$ cat config.mk
export PLATFORM = sky130hd
export DESIGN_NAME = ptr_just_cnt
export DESIGN_NICKNAME = d
export VERILOG_FILES = /design/src/rtl/ptr_just_cnt_pkg.sv /design/src/rtl/pjc_alarm_merge.sv /design/src/rtl/pjc_event_counter.sv /design/src/rtl/ptr_just_cnt.sv
export SDC_FILE = /design/constraint.sdc
export NUM_CORES = 1
export LEC_CHECK = 0
export ABC_CLOCK_PERIOD_IN_PS = 1300
export BUFFER_PORTS_ARGS = -buffer_cell sky130_fd_sc_hd__clkbuf_2
export CAP_MARGIN = 20
export CORE_MARGIN = 3
export CORE_UTILIZATION = 45
export DETAILED_ROUTE_END_ITERATION = 10
export PLACE_DENSITY = 0.82
export SETUP_SLACK_MARGIN = 0.1
export SYNTH_ARGS = -nofsm -noshare
export SYNTH_HDL_FRONTEND = slang
export SYNTH_HIERARCHICAL = 1
export SYNTH_SLANG_ARGS = --single-unit
$ cat constraint.sdc
create_clock -name clk_i -period 1.3 [get_ports clk_i]
set_clock_uncertainty 0.15 [all_clocks]
set_input_delay 0.065 -clock clk_i [delete_from_list [all_inputs] [get_ports clk_i]]
set_output_delay 0.065 -clock clk_i [all_outputs]
set_load 0.02 [all_outputs]
$ cat src/rtl/ptr_just_cnt_pkg.sv
package ptr_just_cnt_pkg;
  localparam int unsigned CNT_W   = 4;
  localparam int unsigned ALARM_N = 4;
  localparam int unsigned EVT_N   = 2;

  typedef enum int unsigned {
    ALM_LOP  = 0,
    ALM_AIS  = 1,
    ALM_LOM  = 2,
    ALM_AUTO = 3
  } alarm_idx_e;

  typedef enum int unsigned {
    EVT_INC = 0,
    EVT_DEC = 1
  } evt_idx_e;
endpackage

$ cat src/rtl/pjc_alarm_merge.sv
module pjc_alarm_merge #(
  parameter int unsigned N = 4
) (
  input  logic [N-1:0] alm_i,
  output logic         any_o
);
  assign any_o = |alm_i;
endmodule

$ cat src/rtl/pjc_event_counter.sv
module pjc_event_counter #(
  parameter int unsigned W = 4
) (
  input  logic         clk_i,
  input  logic         rst_ni,
  input  logic         clr_i,
  input  logic         ev_i,
  input  logic         cap_i,
  input  logic         sat_i,
  output logic [W-1:0] run_o,
  output logic [W-1:0] hold_o
);
  localparam logic [W-1:0] MAX_V = {W{1'b1}};
  localparam logic [W-1:0] ONE_V = {{(W-1){1'b0}}, 1'b1};

  logic [W-1:0] run_q, run_d, hold_q, hold_d, run_inc;

  // saturating or wrapping increment
  always_comb begin
    if (sat_i && run_q == MAX_V) run_inc = run_q;
    else                         run_inc = run_q + ONE_V;
  end

  always_comb begin
    run_d  = run_q;
    hold_d = hold_q;
    if (clr_i) begin
      run_d  = '0;
      hold_d = '0;
    end else if (cap_i) begin
      hold_d = run_q;
      run_d  = ev_i ? ONE_V : '0;  // coincident event opens new period
    end else if (ev_i) begin
      run_d = run_inc;
    end
  end

  always_ff @(posedge clk_i or negedge rst_ni) begin
    if (!rst_ni) begin
      run_q  <= '0;
      hold_q <= '0;
    end else begin
      run_q  <= run_d;
      hold_q <= hold_d;
    end
  end

  assign run_o  = run_q;
  assign hold_o = hold_q;
endmodule

$ cat src/rtl/ptr_just_cnt.sv
module ptr_just_cnt
  import ptr_just_cnt_pkg::*;
(
  input  logic             clk_i,
  input  logic             rst_ni,
  input  logic             inc_i,
  input  logic             dec_i,
  input  logic             pm_pulse_i,
  input  logic             sat_en_i,
  input  logic             lop_i,
  input  logic             ais_i,
  input  logic             lom_i,
  input  logic             auto_ais_i,
  output logic [CNT_W-1:0] inc_hold_o,
  output logic [CNT_W-1:0] dec_hold_o
);
  logic [ALARM_N-1:0] alm_vec;
  logic               alarm_any;
  logic [EVT_N-1:0]   ev_vec;
  logic [CNT_W-1:0]   run_cnt  [EVT_N];
  logic [CNT_W-1:0]   hold_cnt [EVT_N];

  always_comb begin
    alm_vec           = '0;
    alm_vec[ALM_LOP]  = lop_i;
    alm_vec[ALM_AIS]  = ais_i;
    alm_vec[ALM_LOM]  = lom_i;
    alm_vec[ALM_AUTO] = auto_ais_i;
    ev_vec            = '0;
    ev_vec[EVT_INC]   = inc_i;
    ev_vec[EVT_DEC]   = dec_i;
  end

  pjc_alarm_merge #(.N(ALARM_N)) u_alarm (
    .alm_i (alm_vec),
    .any_o (alarm_any)
  );

  for (genvar g = 0; g < EVT_N; g++) begin : g_cnt
    pjc_event_counter #(.W(CNT_W)) u_cnt (
      .clk_i  (clk_i),
      .rst_ni (rst_ni),
      .clr_i  (alarm_any),
      .ev_i   (ev_vec[g]),
      .cap_i  (pm_pulse_i),
      .sat_i  (sat_en_i),
      .run_o  (run_cnt[g]),
      .hold_o (hold_cnt[g])
    );
  end

  assign inc_hold_o = hold_cnt[EVT_INC];
  assign dec_hold_o = hold_cnt[EVT_DEC];
endmodule

==> impl_results.md, run 1 <==
- Area growth from synthesis to layout: 38.4%
- Total I/O pin count: 18
- Count of yosys warnings during synthesis: 6
- Yosys reg bits: 16
- Highest attainable clock frequency: 705 MHz
- Initial antenna violation count: 0
- Inserted Clock Buffers: 3
- Leading register cell type out of synthesis: dfrtp_1
- Worst hold path type: input pin to flop
- Buffer cell driving the clock tree root: clkbuf_4
- Number of enable-type register cells in the synthesized netlist: 0
- Required time reported for the critical path endpoint: 1.32 ns
- Crit path setup slack, layout: -0.117 ns
- Vias after detailed routing: 735
- Clock tree buffer depth: 2
- Power density of the placed cells: 795 mW/mm2
- Routed wirelength normalized by instance count: 14.8 um
- Minimum clock period after layout: 1.42 ns
- Relative slew margins: 73.7%
- DRT Wirelength: 1980 um
- Full die area: 0.00242 mm2
- Total of endpoints with negative setup slack in the final report: 7
- First-iteration detailed-routing DRC count: 30
- Unrepaired setup endpoints after global routing: true
- Static leakage power: 0.548 nW
- XOR/XNOR Fraction of Synth Area: 0%
- Share of synthesized flip-flops with an asynchronous set or reset: 100%
- Deepest level of the CTS H-tree: 1
- Number of global-route vias before repair: 701
- Clock Sinks: 16
- Met1 capacity usage during global routing: 23.3%
- Syn nets: 87
- Worst setup path category: flop to flop
- Hold violation total from the final report: 0
- Post-route design area: 0.00116 mm2
- Peak supply drop: 0.652 mV
- Sequential power share: 54.1%
- Final ANT Viol Nets: 0
- Area after DPL: 0.00106 mm2
- Pre-CTS setup slack: -0.183 ns
- Overflow left after global routing: 0
- Result of the run: finished with violations
- Register clock-pin slew on the reported worst setup and hold paths: 0.10 ns
- Number of distinct library cells after synthesis: 22
- Proportion of layout cells with a drive suffix above 1: 45.5%
- DP HPWL: 1450 um
- Failing checks: setup timing
- Vias per std cell: 5.49
- Initial core utilization: 51.5%
- Number of DRC violations after detailed routing: 0
- Floorplan die height: 49.2 um
- Global Route met2 Usage: 28.6%
- Proportion of synthesized chip area in sequential cells: 47.8%
- End-of-flow core utilization: 71.2%
- Cells after DPL: 125
- Syn Std Cell Area: 838 um2
- N_diodes: 0
- Hold Buf Count CTS: 4
- Row Count: 14
- TritonCTS clock tree: yes
- Most Used Layer, Global Route: met2
- Actual slew at the worst max-slew pin: 0.394 ns
- Largest fanout of any net on the critical path: 4
- Count of port buffers added during placement: 17
- Dominant combinational cell family by area after synthesis: compound AO/OA/AOI/OAI gates
- Net switching share of the total power: 23.1%
- Pin count of the biggest net entering global routing: 17
- Clk_lat worst skew: 0.29 ns
- Final worst path period share: 109%
- Adder-Cell Fraction of Synth Area: 2.99%
- Total routing usage reported by global routing: 17.6%
- Compound-gate portion of the synthesized area: 20.9%
- Power share of the combinational group: 9.7%
- Portion of netlist area occupied by mux cells: 9.55%
- Total core area: 0.00163 mm2
- Launching element type of the critical path: flop
- Number of max-slew violations in the final report: 0
- Post-layout net count: 123
- Mean post-synth cell area: 11.2 um2
- Net switching power: 213 uW
- Count of mapped cells out of synthesis: 75
- Crit. End Element: flop
- First-pass GRT wire length: 3240 um
- Floorplan die width: 49.2 um
- Post-synthesis simple-gate area fraction: 14.9%
- Met3 Track Usage GR: 3.36%
- Max-Cap Viols: 0
- Final hold slack: 0.000928 ns
- Clk network pwr share: 36.2%
- Arrival time worst endpoint: 1.44 ns
- Total iterations of the first detailed-routing run: 4
- Final Wtd Congestion: 0.740
- Internal power component: 710 uW
- Non-filler instance count after layout: 134
==> power by group through the flow <==
stage          Combinational [mW]  Sequential (mW)  Clock (mW)
2_1_floorplan              0.0375            0.510           0
3_3_place_gp               0.0773            0.509           0
3_5_place_dp               0.0786            0.509           0
4_1_cts                    0.0883            0.499       0.341
5_1_grt                    0.0957            0.500       0.368
6_report                   0.0891            0.499       0.334
==> cell type report <==
type / instances / area (um2)
sequential: 16 / 400
inverter: 2 / 7.51
clock buffer: 4 / 36.3
multi-input combinational: 53 / 439
tap: 24 / 30.0
timing repair buffer: 35 / 246
fill: 110 / 469
==> per-stage QoR <==
| step | total power [mW] | setup TNS (ns) |
|---|---|---|
| finish | 0.923 | -0.456 |
| global route | 0.964 | -0.707 |
| CTS | 0.928 | -0.346 |
| detailed placement | 0.587 | -0.556 |
| global placement | 0.586 | -0.296 |
| floorplan | 0.547 | -0.0499 |
==> layer usage <==
metal  up-vias  part of all wire, %
met5         -                    0
met4         0                 0.81
met3         4                  5.5
met2        28                   50
met1       347                   44
li1        356                    -
==> cells in the mapped netlist (2+ instances only) <==
master	count	area, um2
a2111oi_2	2	30.0
a21oi_1	4	20.0
a21oi_2	2	17.5
a41oi_1	2	17.5
and2b_1	2	15.0
and4_4	2	22.5
buf_4	2	15.0
clkbuf_2	2	10.0
dfrtp_1	16	400
ha_1	2	25.0
inv_1	2	7.51
mux2i_1	8	80.1
nand2_1	4	15.0
nand4_1	2	12.5
nor2_1	8	30.0
nor2_4	2	22.5
o211ai_1	4	30.0
o21ai_0	2	10.0
o21ai_2	2	17.5
o31ai_1	2	15.0
o41ai_1	2	17.5
==> repair_timing <==
item                                    4_1_cts  5_1_grt
pin swaps                                     2        2
gates resized for setup                       2        0
setup buffers                                 1        0
hold endpoints to repair                     23        1
endpoints found under the setup margin        8        8
==> worst paths after layout <==
check,from,end,slack [ns],depth (start not counted)
max,g_cnt[0].u_cnt/run_o[1],g_cnt[0].u_cnt/run_o[3],-0.12,4
min,lom_i,g_cnt[1].u_cnt/run_o[2],0.0009,3
max reg2reg,g_cnt[0].u_cnt/run_o[1],g_cnt[0].u_cnt/run_o[3],-0.12,4
min reg2reg,g_cnt[1].u_cnt/hold_o[0],g_cnt[1].u_cnt/hold_o[0],0.38,2
max in group asynchronous,rst_ni,g_cnt[0].u_cnt/run_o[2],0.64,2
min in group asynchronous,rst_ni,g_cnt[1].u_cnt/hold_o[2],0.08,2
==> critical path, cell delays in order, from the launching register on <==
cell and delay, ns:
dfrtp_1 0.40, ha_2 0.21, and4_4 0.20, o211ai_1 0.23, o41ai_2 0.11
==> cell families after synthesis <==
logic type                 Yosys count
AOI/OAI and AO/OA                   22
adders and majority gates            2
buffers and inverters                6
DFF                                 16
muxes                                8
and+or+nand+nor                     21
==> registers in the layout (all words and copies together), names as in the netlist <==
name,cells
g_cnt.u_cnt/run_o,8
g_cnt.u_cnt/hold_o,8
==> layout by cell type, fill, tap and decap left out <==
cell / n
buf_6: 1
or4_4: 1
a2111oi_2: 2
ha_2: 1
inv_1: 2
buf_4: 12
nor2_4: 2
and4_4: 2
buf_12: 1
nand4_1: 2
o21ai_1: 2
o41ai_2: 2
o21ai_2: 2
o31ai_1: 2
clkbuf_8: 1
a21oi_1: 4
a21oi_2: 2
nand2_1: 4
dfrtp_1: 16
mux2i_1: 8
a41oi_1: 2
nor2_1: 8
ha_4: 1
clkbuf_4: 3
and2b_1: 2
clkbuf_2: 17
dlygate4sd3_1: 4
o211ai_1: 4
No activity file was read; power rests on OpenSTA's default activity.
==> run 2: changes to the inputs <==
- CORE_ASPECT_RATIO: unset -> 0.7
==> impl_results.md, run 2 (synthesis results as in run 1) <==
- Number of DRC violations after detailed routing: 0
- Slowest-stage cell, CP: dfrtp_1
- Number of max-slew violations in the final report: 0
- First-iteration detailed-routing DRC count: 31
- Highest attainable clock frequency: 681 MHz
- Most common library cell in the layout ignoring fill and taps: clkbuf_2
- Hold Path Depth: 3
- Initial antenna violation count: 0
- Buffer cell driving the clock tree root: clkbuf_4
- Proportion of layout cells with a drive suffix above 1: 48.2%
- End-of-flow core utilization: 71.5%
- Final ANT Viol Nets: 0
- Floorplan die height: 42.1 um
- Register clock-pin slew on the reported worst setup and hold paths: 0.10 ns
- Vias after detailed routing: 781
- Post-layout net count: 125
- Crit path setup slack, layout: -0.168 ns
- Total I/O pin count: 18
- Count of port buffers added during placement: 17
- Launching element type of the critical path: flop
- Area growth from synthesis to layout: 42.2%
- Max-Cap Viols: 0
- Required time reported for the critical path endpoint: 1.32 ns
- Largest incremental delay on the critical path: 0.41 ns
- Total core area: 0.00167 mm2
- Total iterations of the first detailed-routing run: 4
- Initial core utilization: 50.3%
- Setup Total Neg Slack: -0.646 ns
- Worst setup path category: flop to flop
- HP Start: lom_i
- Worst setup path startpoint: g_cnt[0].u_cnt/run_o[1]
- Failing checks: setup timing
- Static leakage power: 0.555 nW
- First-pass GRT wire length: 3820 um
- Arrival time worst endpoint: 1.49 ns
- DP HPWL: 1520 um
- Floorplan die width: 57.6 um
- Hold violation total from the final report: 0
- List of cells traversed by the critical path: buf_4 > nand4_1 > o211ai_1 > o41ai_2
- Inserted Clock Buffers: 3
- Unrepaired setup endpoints after global routing: true
- Peak supply drop: 0.642 mV
- Power density of the placed cells: 778 mW/mm2
- Worst hold path type: input pin to flop
- Overflow left after global routing: 0
- Largest fanout of any net on the critical path: 3
- Final hold slack: 0.00975 ns
- Clock tree buffer depth: 2
- Cell count along the critical path: 4
- Cell family with the largest share of critical-path delay: compound AO/OA/AOI/OAI gates
- Clock Sinks: 16
- Final worst path period share: 113%
- Pin count of the biggest net entering global routing: 17
- Commonest cells after routing, fill and taps aside: clkbuf_2, dfrtp_1, buf_4, mux2i_1, nor2_1
- Full die area: 0.00242 mm2
- Minimum clock period after layout: 1.47 ns
- Deepest level of the CTS H-tree: 1
- Total power: 928 uW
- Total of endpoints with negative setup slack in the final report: 8
- N_diodes: 0
- Number of cell instances on the worst register-to-register path: 4
- Final Wtd Congestion: 0.837
- Result of the run: finished with violations
- Crit path buffers/inverters: 1
- Clk_lat worst skew: 0.30 ns
- DRT Wirelength: 2380 um
- Relative slew margins: 69.7%
- Routed wirelength normalized by instance count: 17.9 um
- Crit. End Element: flop
- Actual slew at the worst max-slew pin: 0.455 ns
- Number of global-route vias before repair: 764
- Origin of the critical flop-to-flop path: g_cnt[0].u_cnt/run_o[1]
- Total routing usage reported by global routing: 21.8%
- Row Count: 12
- Vias per std cell: 5.87
- TritonCTS clock tree: yes
run 2: changes by cell type in the layout (fill, tap and decap cells not counted):
cell / delta
buf_6: +3
a21oi_1: -2
a21oi_2: +2
buf_12: -1
buf_4: -1
dlygate4sd3_1: +1
ha_2: -1
ha_4: +1
nand2_1: -1
nand2_2: +1
run 2: routing by layer:
| layer | vias to the layer above | GRT usage (%) | wire (um) |
|---|---|---|---|
| li1 | 361 | - | - |
| met1 | 366 | 27.1 | 998 |
| met2 | 46 | 32.4 | 1120 |
| met3 | 8 | 8.00 | 199 |
| met4 | 0 | 12.0 | 61 |
| met5 | - | 0 | 0 |
run 2: worst min-delay path: cells and delay by family:
| family | cells | cell delay, ns |
|---|---|---|
| AND/OR/NAND/NOR | 1 | 0.22 |
| buffers and inverters | 1 | 0.07 |
| AO/OA/AOI/OAI | 1 | 0.06 |
run 2: area by class of cell:
cell class              instances  area, um2
fillers                       117        474
multi-input cells              53        459
flip-flops and latches         16        400
repair buffers                 37        263
clock buffers                   4       36.3
well taps                      21       26.3
inverters                       2       7.51
run 2: path summary, 6_finish.rpt:
kind                                       endpoint  slack [ns]
max                         g_cnt[0].u_cnt/run_o[3]       -0.17
min                         g_cnt[0].u_cnt/run_o[2]        0.01
max reg2reg                 g_cnt[0].u_cnt/run_o[3]       -0.17
min reg2reg                g_cnt[0].u_cnt/hold_o[1]        0.38
max in group asynchronous   g_cnt[1].u_cnt/run_o[2]        0.63
min in group asynchronous   g_cnt[0].u_cnt/run_o[0]        0.07
run 2: power by group:
group / switching (mW) / internal (mW) / leakage [nW] / total (mW)
registers: 0.00118 / 0.498 / 0.223 / 0.500
logic: 0.0527 / 0.0387 / 0.310 / 0.0914
clock network: 0.166 / 0.171 / 0.0210 / 0.337
run 2: timing repair:
item                                    CTS  global route
setup buffers                             2             1
endpoints found under the setup margin    8             9
resized for setup                         4             6
pin swaps                                 5             2
hold buffers                              5             0
endpoints found under the hold margin    22             0
run 2: stage by stage:
stage | setup WS, ns | instances | area, um2
CTS | -0.113 | 133 | 1170
global placement | -0.0888 | 122 | 1050
floorplan | -0.0169 | 75 | 880
global route | -0.243 | 133 | 1190
finish | -0.168 | 133 | 1190
detailed placement | -0.150 | 122 | 1050
